**src/rtl/msr_pkg.sv**
```systemverilog
package msr_pkg;
  localparam int MSR_W = 32;

  function automatic int bitIdx(input int archBit);
    return MSR_W - 1 - archBit;
  endfunction

  localparam int POW_B  = MSR_W - 1 - 13;
  localparam int TGPR_B = MSR_W - 1 - 14;
  localparam int ILE_B  = MSR_W - 1 - 15;
  localparam int EE_B   = MSR_W - 1 - 16;
  localparam int PR_B   = MSR_W - 1 - 17;
  localparam int FP_B   = MSR_W - 1 - 18;
  localparam int ME_B   = MSR_W - 1 - 19;
  localparam int IP_B   = MSR_W - 1 - 25;
  localparam int IR_B   = MSR_W - 1 - 26;
  localparam int DR_B   = MSR_W - 1 - 27;
  localparam int LE_B   = MSR_W - 1 - 31;

  // reserved bits that are dropped when the word is saved
  function automatic logic [MSR_W-1:0] dropMask();
    logic [MSR_W-1:0] m;
    m = '0;
    for (int n = 0; n < MSR_W; n++)
      if ((n >= 1 && n <= 4) || (n >= 10 && n <= 12)) m[bitIdx(n)] = 1'b1;
    return m;
  endfunction

  localparam logic [MSR_W-1:0] SAVE_MASK = ~dropMask();
  localparam logic [MSR_W-1:0] POW_MASK  = MSR_W'(1) << POW_B;
  localparam logic [MSR_W-1:0] RESET_VAL = MSR_W'(1) << ME_B;

  typedef struct packed {
    logic doExc;
    logic doRfi;
    logic doWr;
    logic tlbMiss;
  } msrCtl_t;
endpackage

```
**src/rtl/msr_ctrl.sv**
```systemverilog
module msr_ctrl
  import msr_pkg::*;
#(
  parameter int CAUSE_W   = 3,
  parameter int ITLB_CODE = 1,
  parameter int DLD_CODE  = 2,
  parameter int DST_CODE  = 3
) (
  input  logic               clk,
  input  logic               rstN,
  input  logic               mtWr,
  input  logic [MSR_W-1:0]   mtData,
  input  logic               excTake,
  input  logic [CAUSE_W-1:0] excCause,
  input  logic               rfi,
  input  logic               extReq,
  input  logic               smiReq,
  input  logic               decReq,
  input  logic [MSR_W-1:0]   msrQ,
  output msrCtl_t            ctl,
  output logic               intTake,
  output logic               wrErr
);
  logic powDiff;
  logic otherDiff;
  logic wrWins;
  logic badWr;

  always_comb begin
    powDiff   = mtData[POW_B] ^ msrQ[POW_B];
    otherDiff = |((mtData ^ msrQ) & ~POW_MASK);
    wrWins    = mtWr && !excTake && !rfi;
    badWr     = wrWins && powDiff && otherDiff;
    ctl.doExc   = excTake;
    ctl.doRfi   = rfi && !excTake;
    ctl.doWr    = wrWins && !badWr;
    ctl.tlbMiss = (excCause == CAUSE_W'(ITLB_CODE)) ||
                  (excCause == CAUSE_W'(DLD_CODE))  ||
                  (excCause == CAUSE_W'(DST_CODE));
  end

  assign intTake = msrQ[EE_B] & (extReq | smiReq | decReq);

  always_ff @(posedge clk) begin
    if (!rstN) wrErr <= 1'b0;
    else       wrErr <= badWr;
  end
endmodule

```
**src/rtl/msr_dp.sv**
```systemverilog
module msr_dp
  import msr_pkg::*;
(
  input  logic             clk,
  input  logic             rstN,
  input  msrCtl_t          ctl,
  input  logic [MSR_W-1:0] mtData,
  output logic [MSR_W-1:0] msrQ,
  output logic [MSR_W-1:0] srrQ
);
  logic [MSR_W-1:0] excNext;
  logic [MSR_W-1:0] rfiNext;

  always_comb begin
    excNext        = msrQ;
    excNext[EE_B]  = 1'b0;
    excNext[PR_B]  = 1'b0;
    excNext[FP_B]  = 1'b0;
    excNext[IR_B]  = 1'b0;
    excNext[DR_B]  = 1'b0;
    excNext[LE_B]  = msrQ[ILE_B];
    if (ctl.tlbMiss) excNext[TGPR_B] = 1'b1;

    rfiNext         = srrQ;
    rfiNext[TGPR_B] = 1'b0;
    rfiNext[POW_B]  = msrQ[POW_B];
  end

  always_ff @(posedge clk) begin
    if (!rstN) begin
      msrQ <= RESET_VAL;
      srrQ <= '0;
    end else if (ctl.doExc) begin
      srrQ <= msrQ & SAVE_MASK;
      msrQ <= excNext;
    end else if (ctl.doRfi) begin
      msrQ <= rfiNext;
    end else if (ctl.doWr) begin
      msrQ <= mtData;
    end
  end
endmodule

```
**src/rtl/msr_exc_ctrl.sv**
```systemverilog
module msr_exc_ctrl
  import msr_pkg::*;
#(
  parameter int CAUSE_W   = 3,
  parameter int ITLB_CODE = 1,
  parameter int DLD_CODE  = 2,
  parameter int DST_CODE  = 3
) (
  input  logic               clk,
  input  logic               rstN,
  input  logic               mtWr,
  input  logic [31:0]        mtData,
  input  logic               excTake,
  input  logic [CAUSE_W-1:0] excCause,
  input  logic               rfi,
  input  logic               extReq,
  input  logic               smiReq,
  input  logic               decReq,
  output logic [31:0]        msrQ,
  output logic [31:0]        srrQ,
  output logic               powQ,
  output logic               tgprQ,
  output logic               leQ,
  output logic               eeQ,
  output logic               prQ,
  output logic               irQ,
  output logic               drQ,
  output logic               intTake,
  output logic               wrErr
);
  msrCtl_t ctl;

  msr_ctrl #(
    .CAUSE_W(CAUSE_W), .ITLB_CODE(ITLB_CODE),
    .DLD_CODE(DLD_CODE), .DST_CODE(DST_CODE)
  ) ctrl_i (
    .clk(clk), .rstN(rstN), .mtWr(mtWr), .mtData(mtData),
    .excTake(excTake), .excCause(excCause), .rfi(rfi),
    .extReq(extReq), .smiReq(smiReq), .decReq(decReq),
    .msrQ(msrQ), .ctl(ctl), .intTake(intTake), .wrErr(wrErr)
  );

  msr_dp dp_i (
    .clk(clk), .rstN(rstN), .ctl(ctl), .mtData(mtData),
    .msrQ(msrQ), .srrQ(srrQ)
  );

  assign powQ  = msrQ[POW_B];
  assign tgprQ = msrQ[TGPR_B];
  assign leQ   = msrQ[LE_B];
  assign eeQ   = msrQ[EE_B];
  assign prQ   = msrQ[PR_B];
  assign irQ   = msrQ[IR_B];
  assign drQ   = msrQ[DR_B];
endmodule

```
**config.mk**
```make
export PLATFORM = sky130hd
export DESIGN_NAME = msr_exc_ctrl
export DESIGN_NICKNAME = d
export VERILOG_FILES = /design/src/rtl/msr_pkg.sv /design/src/rtl/msr_ctrl.sv /design/src/rtl/msr_dp.sv /design/src/rtl/msr_exc_ctrl.sv
export SDC_FILE = /design/constraint.sdc
export NUM_CORES = 1
export LEC_CHECK = 0
export CAP_MARGIN = 20
export CORE_MARGIN = 2
export CORE_UTILIZATION = 40
export CTS_BUF_LIST = sky130_fd_sc_hd__clkbuf_16
export CTS_CLUSTER_SIZE = 16
export DETAILED_ROUTE_END_ITERATION = 16
export PLACE_DENSITY = 0.75
export SLEW_MARGIN = 10
export SYNTH_ARGS = -nofsm -noshare
export SYNTH_HDL_FRONTEND = slang
export SYNTH_SLANG_ARGS = --single-unit
```
**constraint.sdc**
```tcl
create_clock -name clk -period 2.2 [get_ports clk]
set_input_delay 0.22 -clock clk [delete_from_list [all_inputs] [get_ports clk]]
set_output_delay 0.22 -clock clk [all_outputs]
set_load 0.005 [all_outputs]
```
==> results of run 1 <==
[state kept, by name, summed over array words and instances (netlist names)]
name and cells:
dp_i.msrQ 32, dp_i.srrQ 25, ctrl_i.wrErr 1
[final timing paths]
kind | start | endpoint | slack [ps] | depth (start not counted)
hold / removal | excTake | dp_i.srrQ[1] | 420 | 3
setup reg to reg | dp_i.msrQ[15] | dp_i.msrQ[2] | 180 | 9
setup / recovery | dp_i.msrQ[15] | dp_i.msrQ[2] | 180 | 9
hold reg to reg | dp_i.srrQ[17] | dp_i.srrQ[17] | 500 | 2
[cells in the final DEF, fill, tap and decap left out, types with 2 or more instances in the layout]
master,synthesis,routed
clkinv_1,0,2
mux2i_1,25,25
nor4_1,7,7
clkdlybuf4s50_1,0,107
a211oi_2,20,20
nand3_1,9,9
buf_4,14,18
dfxtp_1,58,58
xor2_1,32,32
nor3_1,29,29
a21oi_1,8,8
o211ai_1,7,7
clkbuf_16,0,9
nor2_1,49,49
bufinv_16,0,3
conb_1,1,7
buf_12,0,3
o21ai_0,23,23
nand4_1,2,2
nand2_1,2,2
a211oi_1,4,4
[metrics by stage]
stage / instances / util (%) / hold slack (ps) / setup WS (ps) / instance area, µm²
finish: 538 / 62.4 / 418 / 182 / 4480
detailed placement: 522 / 57.7 / 497 / -107 / 4140
CTS: 538 / 62.4 / 400 / 198 / 4480
global route: 538 / 62.4 / 435 / 13.9 / 4480
global placement: 522 / 57.7 / 479 / -27.3 / 4140
floorplan: 330 / - / 368 / 444 / 2950
[power by group through the flow]
| stage | Combinational, W | Sequential, W | Clock [W] |
|---|---|---|---|
| 2_1_floorplan | 0.000230 | 0.00117 | 0 |
| 3_3_place_gp | 0.000489 | 0.00117 | 0 |
| 3_5_place_dp | 0.000494 | 0.00117 | 0 |
| 4_1_cts | 0.000498 | 0.00115 | 0.00158 |
| 5_1_grt | 0.000539 | 0.00116 | 0.00163 |
| 6_report | 0.000500 | 0.00115 | 0.00156 |
[worst max-delay path, delay by kind of cell (launching register included)]
kind	cells	cell delay, ps
buf+inv	3	510
simple gates	3	460
compound gates	2	380
flops	1	360
xor+xnor	1	200
[final cells by class]
type / instances / area, µm² / share of cell area, %
Multi-Input combinational cell: 235 / 1580 / 35.3
Timing Repair Buffer: 129 / 1270 / 28.4
Sequential cell: 58 / 1160 / 25.9
Clock buffer: 9 / 225 / 5.03
Tap cell: 99 / 124 / 2.77
Clock inverter: 7 / 109 / 2.43
Inverter: 1 / 3.75 / 0.0839
[logic make-up after synthesis]
group	Yosys count
buffers and inverters	37
DFF	58
other	1
muxes	25
AOI/OAI and AO/OA	67
xor gates and xnor gates	32
and+or+nand+nor	104
[metal layers]
metal / vias to the layer above / routed length [µm] / global-route usage (%)
met1: 1351 / 3720 / 28.0
met3: 13 / 816 / 7.04
met4: 0 / 128 / 7.33
met5: - / 0 / 0
met2: 156 / 4170 / 37.1
li1: 1350 / - / -
[synth_stat cells, drive strengths merged]
| master | n |
|---|---|
| buf | 22 |
| dfxtp | 58 |
| o2111a | 1 |
| xor2 | 32 |
| nand2b | 1 |
| a21oi | 8 |
| nor3 | 29 |
| o211ai | 7 |
| nand4 | 2 |
| nand2 | 3 |
| and2 | 1 |
| inv | 1 |
| or3 | 1 |
| nor4 | 7 |
| conb | 1 |
| nor2b | 2 |
| a211oi | 24 |
| a221o | 1 |
| mux2i | 25 |
| o21a | 1 |
| nand3 | 9 |
| o21ai | 24 |
| nor2 | 49 |
| o31a | 1 |
| clkbuf | 14 |
==> results_tabular.tex, run 1 <==
\begin{tabular}{lr}
\hline
Metric & Value \\
\hline
\multicolumn{2}{l}{\textbf{Status}} \\
Result of the run & complete, no violations \\
\multicolumn{2}{l}{\textbf{STA}} \\
Layout Skew & 6.51 ps \\
Final period util & 91.7\% \\
Max Freq & 496 MHz \\
Setup repair after global routing missed its margin & false \\
Number of max-slew violations in the final report & 0 \\
Number of endpoints failing setup at the final stage & 0 \\
Setup TNS & 0 ps \\
Endpoints failing hold & 0 \\
Clock period minus final worst setup slack & 2020 ps \\
\multicolumn{2}{l}{\textbf{Synthesis}} \\
Synthesized cell area & 2930 µm² \\
Distinct cells, synth & 31 \\
Warning count from the yosys run & 0 \\
Library cell occupying the most area in the post-synthesis netlist & dfxtp\_1 \\
Largest family of logic cells by synthesized area & compound AO/OA/AOI/OAI gates \\
Biggest area contributors in the synthesized netlist & dfxtp\_1 (40\%), xor2\_1 (9.6\%), a211oi\_2 (8.5\%), mux2i\_1 (8.5\%), nor2\_1 (6.3\%) \\
Basic-gate share of the synthesized area counting and, or, nand and nor cells & 16.4\% \\
Total of flip-flops plus latches after synthesis & 58 \\
Portion of synthesized cell area occupied by the leading cell type & 39.6\% \\
Syn Inst Count & 324 \\
Multiplexer share of the synthesized area & 8.54\% \\
Adder-cell share of the synthesized area & 0\% \\
Share of synthesized area occupied by flip-flops and latches & 39.6\% \\
Syn\_area\_per\_cell & 9.04 µm² \\
Xor-xnor portion of the synthesized cell area & 9.57\% \\
Compound-gate portion of the synthesized area & 18.5\% \\
\multicolumn{2}{l}{\textbf{Pwr}} \\
Maximum ir drop on the vdd rail & 0.447 mV \\
Internal & 0.00246 W \\
Sequential power share & 35.9\% \\
Net switching component of the power & 0.000745 W \\
Combinational power share & 15.6\% \\
Switching power share of the total & 23.2\% \\
P\_leak & 1.72 nW \\
Overall power consumption & 0.00321 W \\
Power per unit of standard cell area & 717 nW/µm² \\
Share of power burned in the clock network & 48.5\% \\
\multicolumn{2}{l}{\textbf{Clocking}} \\
Post-CTS setup buffer count & 0 \\
Maximum level of the CTS H-tree & 3 \\
Maximum count of clock buffers along a single path & 2 \\
Worst-Skew Late Latency & 320 ps \\
TritonCTS Sinks & 58 \\
Resized cells post-CTS & 0 \\
Root cell of the clock tree & clkbuf\_16 \\
Number of buffers added by the clock tree synthesis step & 9 \\
Number of buffers inserted by hold repair at cts & 0 \\
Clock transition time at the flip-flop clock pins of the worst setup and hold paths & 50 ps \\
TritonCTS clock tree & built \\
\multicolumn{2}{l}{\textbf{Finish}} \\
Number of filler instances in the final layout & 595 \\
Final nets & 477 \\
Layout area overhead & 52.8\% \\
Diode insertion count for antenna repair & 0 \\
Share of cells above drive strength 1 & 13.4\% \\
\multicolumn{2}{l}{\textbf{Drt}} \\
Remaining number of nets flagged by the antenna check after routing & 0 \\
First-pass detailed-route iteration total & 5 \\
Initial DRC Count & 168 \\
Number of remaining DRC errors & 0 \\
Via density per instance & 5.33 \\
Wire length reported by the detailed router & 8830 µm \\
Post-DR wirelength/cell & 16.4 µm \\
Routed via count & 2,870 \\
\multicolumn{2}{l}{\textbf{Placed design}} \\
Final weighted congestion in routability-driven placement & 0.824 \\
HPWL Detailed & 6370 µm \\
Input/output buffers & 108 \\
\multicolumn{2}{l}{\textbf{GRT}} \\
Congestion Overflow GR & 0 \\
Global-route usage over all layers & 22.5\% \\
Maximum number of pins on one net before global-route repair & 25 \\
Global-route wire length before repair & 13,600 µm \\
Number of antenna violations at the first check in global routing & 0 \\
Number of global-route vias before repair & 2,764 \\
\multicolumn{2}{l}{\textbf{Setup path}} \\
Cells along the critical path & xor2\_1 -> nor4\_1 -> buf\_4 -> nand4\_1 -> buf\_4 -> o21ai\_4 -> nand2\_4 -> buf\_12 -> a211oi\_1 \\
Crit Path Category & reg -> reg \\
CP required & 2430 ps \\
Worst setup EP type & register \\
Cell repeated most along the worst path & buf\_4 \\
Top fanout value on the critical path & 13 \\
Largest stage delay on the critical path & 360 ps \\
Critical path arrival & 2250 ps \\
Crit start category & register \\
Critical-path cell with the highest stage delay & dfxtp\_1 \\
\multicolumn{2}{l}{\textbf{Die}} \\
Number of ports placed on the die boundary & 116 \\
Die outline area & 8020 µm² \\
Vertical extent of the die & 89.6 µm \\
Core Region & 7180 µm² \\
Starting density of the core & 40.8\% \\
Die outline width & 89.6 µm \\
Site row count & 31 \\
\multicolumn{2}{l}{\textbf{Hold path}} \\
Min-Delay Path Class & in -> reg \\
\multicolumn{2}{l}{\textbf{Flow run}} \\
Number of violations of the max-capacitance limit & 0 \\
\hline
\end{tabular}
No activity file was read; power rests on OpenSTA's default activity.
==> run 2: changes to the inputs <==
--- a/config.mk
+++ b/config.mk
@@ -11,6 +11,7 @@
 export CTS_BUF_LIST = sky130_fd_sc_hd__clkbuf_16
 export CTS_CLUSTER_SIZE = 16
 export DETAILED_ROUTE_END_ITERATION = 16
+export GPL_TIMING_DRIVEN = 0
 export PLACE_DENSITY = 0.75
 export SLEW_MARGIN = 10
 export SYNTH_ARGS = -nofsm -noshare
==> results_tabular.tex, run 2 (synthesis gave the netlist of run 1 again) <==
\begin{tabular}{lr}
\hline
Metric & Value \\
\hline
\multicolumn{2}{l}{\textbf{GRT}} \\
Congestion Overflow GR & 0 (unchanged) \\
Maximum number of pins on one net before global-route repair & 11 (was 25) \\
Global-route usage over all layers & 23.6\% (was 22.5\%) \\
Global-route wire length before repair & 14,200 µm (was 13,600 µm) \\
Number of global-route vias before repair & 2,820 (was 2,764) \\
Number of antenna violations at the first check in global routing & 0 (unchanged) \\
\multicolumn{2}{l}{\textbf{Finish}} \\
Diode insertion count for antenna repair & 0 (unchanged) \\
Layout area overhead & 53.4\% (was 52.8\%) \\
Regs by FF count & dp\_i.msrQ (32), dp\_i.srrQ (25), ctrl\_i.wrErr (1) (unchanged) \\
Number of filler instances in the final layout & 629 (was 595) \\
Largest Register & dp\_i.msrQ (unchanged) \\
Leading cell type in the layout, fill and taps excluded & clkdlybuf4s50\_1 (unchanged) \\
Number of flip-flops under the largest register name & 32 (unchanged) \\
Post-route design area & 4490 µm² (was 4480 µm²) \\
Commonest cells after routing, fill and taps aside & clkdlybuf4s50\_1 (108), dfxtp\_1 (58), nor2\_1 (49) (was clkdlybuf4s50\_1 (107), dfxtp\_1 (58), nor2\_1 (49)) \\
Share of cells above drive strength 1 & 14.4\% (was 13.4\%) \\
Final nets & 495 (was 477) \\
\multicolumn{2}{l}{\textbf{Die}} \\
Core Region & 7180 µm² (unchanged) \\
Die outline width & 89.6 µm (unchanged) \\
Vertical extent of the die & 89.6 µm (unchanged) \\
Site row count & 31 (unchanged) \\
Number of ports placed on the die boundary & 116 (unchanged) \\
Die outline area & 8020 µm² (unchanged) \\
Starting density of the core & 40.8\% (unchanged) \\
\multicolumn{2}{l}{\textbf{Clocking}} \\
Worst-Skew Late Latency & 330 ps (was 320 ps) \\
Maximum level of the CTS H-tree & 3 (unchanged) \\
Maximum count of clock buffers along a single path & 2 (unchanged) \\
Clock transition time at the flip-flop clock pins of the worst setup and hold paths & 50 ps (about the same) \\
TritonCTS clock tree & built (unchanged) \\
Root cell of the clock tree & clkbuf\_16 (unchanged) \\
TritonCTS Sinks & 58 (unchanged) \\
Number of buffers added by the clock tree synthesis step & 9 (unchanged) \\
Number of buffers inserted by hold repair at cts & 0 (unchanged) \\
\multicolumn{2}{l}{\textbf{Drt}} \\
Via density per instance & 5.26 (was 5.33) \\
Post-DR wirelength/cell & 16.7 µm (was 16.4 µm) \\
Wire length on met2 & 4400 µm (was 4170 µm) \\
Remaining number of nets flagged by the antenna check after routing & 0 (unchanged) \\
Initial DRC Count & 157 (was 168) \\
Wire length reported by the detailed router & 9290 µm (was 8830 µm) \\
Total routed wire length on the met1 layer & 4000 µm (was 3720 µm) \\
Routed via count & 2,926 (was 2,870) \\
Number of remaining DRC errors & 0 (unchanged) \\
Detailed-routed wire length on met3 & 751 µm (was 816 µm) \\
First-pass detailed-route iteration total & 5 (unchanged) \\
Highest metal layer with signal wires & met4 (unchanged) \\
\multicolumn{2}{l}{\textbf{Status}} \\
Result of the run & complete, no violations (unchanged) \\
\multicolumn{2}{l}{\textbf{Setup path}} \\
Crit Path Category & reg -> reg (unchanged) \\
CP required & 2400 ps (was 2430 ps) \\
Critical path arrival & 2230 ps (was 2250 ps) \\
Worst setup EP type & register (unchanged) \\
Crit start category & register (unchanged) \\
Top fanout value on the critical path & 10 (was 13) \\
\multicolumn{2}{l}{\textbf{STA}} \\
Transition time at the pin with the least slew margin & 575 ps \\
Relative slew slack & 61.7\% \\
Number of endpoints failing setup at the final stage & 0 (unchanged) \\
Layout Skew & 6.10 ps (was 6.51 ps) \\
Final period util & 92.1\% (was 91.7\%) \\
Endpoints failing hold & 0 (unchanged) \\
Setup repair after global routing missed its margin & false (unchanged) \\
Number of max-slew violations in the final report & 0 (unchanged) \\
Max Freq & 493 MHz (was 496 MHz) \\
Clock period minus final worst setup slack & 2030 ps (was 2020 ps) \\
Setup TNS & 0 ps (unchanged) \\
Worst Hold Slack & 496 ps (was 418 ps) \\
\multicolumn{2}{l}{\textbf{Hold path}} \\
Min-Delay Path Class & reg -> reg (was in -> reg) \\
\multicolumn{2}{l}{\textbf{Placed design}} \\
Final weighted congestion in routability-driven placement & 0.847 (was 0.824) \\
Post-placement cell area & 4160 µm² (was 4140 µm²) \\
Input/output buffers & 108 (unchanged) \\
HPWL Detailed & 6780 µm (was 6370 µm) \\
\multicolumn{2}{l}{\textbf{Pwr}} \\
P\_leak & 1.75 nW (was 1.72 nW) \\
Maximum ir drop on the vdd rail & 0.414 mV (was 0.447 mV) \\
Power per unit of standard cell area & 662 nW/µm² (was 717 nW/µm²) \\
\multicolumn{2}{l}{\textbf{Flow run}} \\
Number of violations of the max-capacitance limit & 0 (unchanged) \\
\hline
\end{tabular}
[run 2: cell types whose count changed in the layout (fill, tap and decap cells not counted), moves of 3 or more]
cell / delta
buf_2: +3
nor3_1: -5
nor3_2: +5
buf_12: -3
inv_1: +3
clkbuf_1: +12
[run 2: what timing repair did]
action	4_1_cts	5_1_grt
endpoints found under the hold margin	0	0
endpoints found under the setup margin	19	21
resized for setup	1	9
pin swaps	0	2
buffers inserted	0	3
[run 2: final cells by class]
cell class	instances	area (µm²)	area share [%]
clock inverter	7	55.1	1.23
multi-input combinational	235	1610	35.8
sequential	58	1160	25.8
inverter	1	3.75	0.0835
timing repair buffer	111	1100	24.6
tap	99	124	2.76
clock buffer	9	225	5.01
buffer	36	210	4.68
[run 2: power breakdown]
part / switching, W / internal (W) / total, W / leakage [nW]
logic: 0.000237 / 0.000270 / 0.000507 / 1.12
clock network: 0.000460 / 0.000853 / 0.00131 / 0.154
registers: 0.0000551 / 0.00110 / 0.00116 / 0.473
total: 0.000752 / 0.00222 / 0.00297 / 1.75
[run 2: final timing paths]
kind,startpoint,endpoint,slack [ps],depth (start not counted)
worst min-delay path,dp_i.srrQ[17],dp_i.srrQ[17],500,2
worst max register to register,dp_i.msrQ[16],dp_i.msrQ[16],170,7
worst max-delay path,dp_i.msrQ[16],dp_i.msrQ[16],170,7
worst min register to register,dp_i.srrQ[17],dp_i.srrQ[17],500,2
[run 2: stage by stage]
stage / cells / utilization [%] / setup slack, ps / total power, W
floorplan: 330 / - / 444 / 0.00140
global placement: 537 / 57.9 / -312 / 0.00166
detailed placement: 537 / 57.9 / -376 / 0.00167
CTS: 553 / 61.9 / 56.9 / 0.00298
global route: 556 / 62.6 / 61.6 / 0.00307
finish: 556 / 62.6 / 173 / 0.00297
[run 2: worst max-delay path: stages (launching register included)]
cell      delay [ps]
dfxtp_1          370
xor2_1           180
nor4_1           320
nand4_1          200
o21a_1           280
clkbuf_2         230
nor3_1           260
a211oi_2          60
[run 2: layer usage]
| metal | up-vias | GRT usage (%) |
|---|---|---|
| met4 | 0 | 8.55 |
| met3 | 13 | 6.49 |
| met5 | - | 0 |
| li1 | 1391 | - |
| met2 | 125 | 38.1 |
| met1 | 1397 | 30.1 |
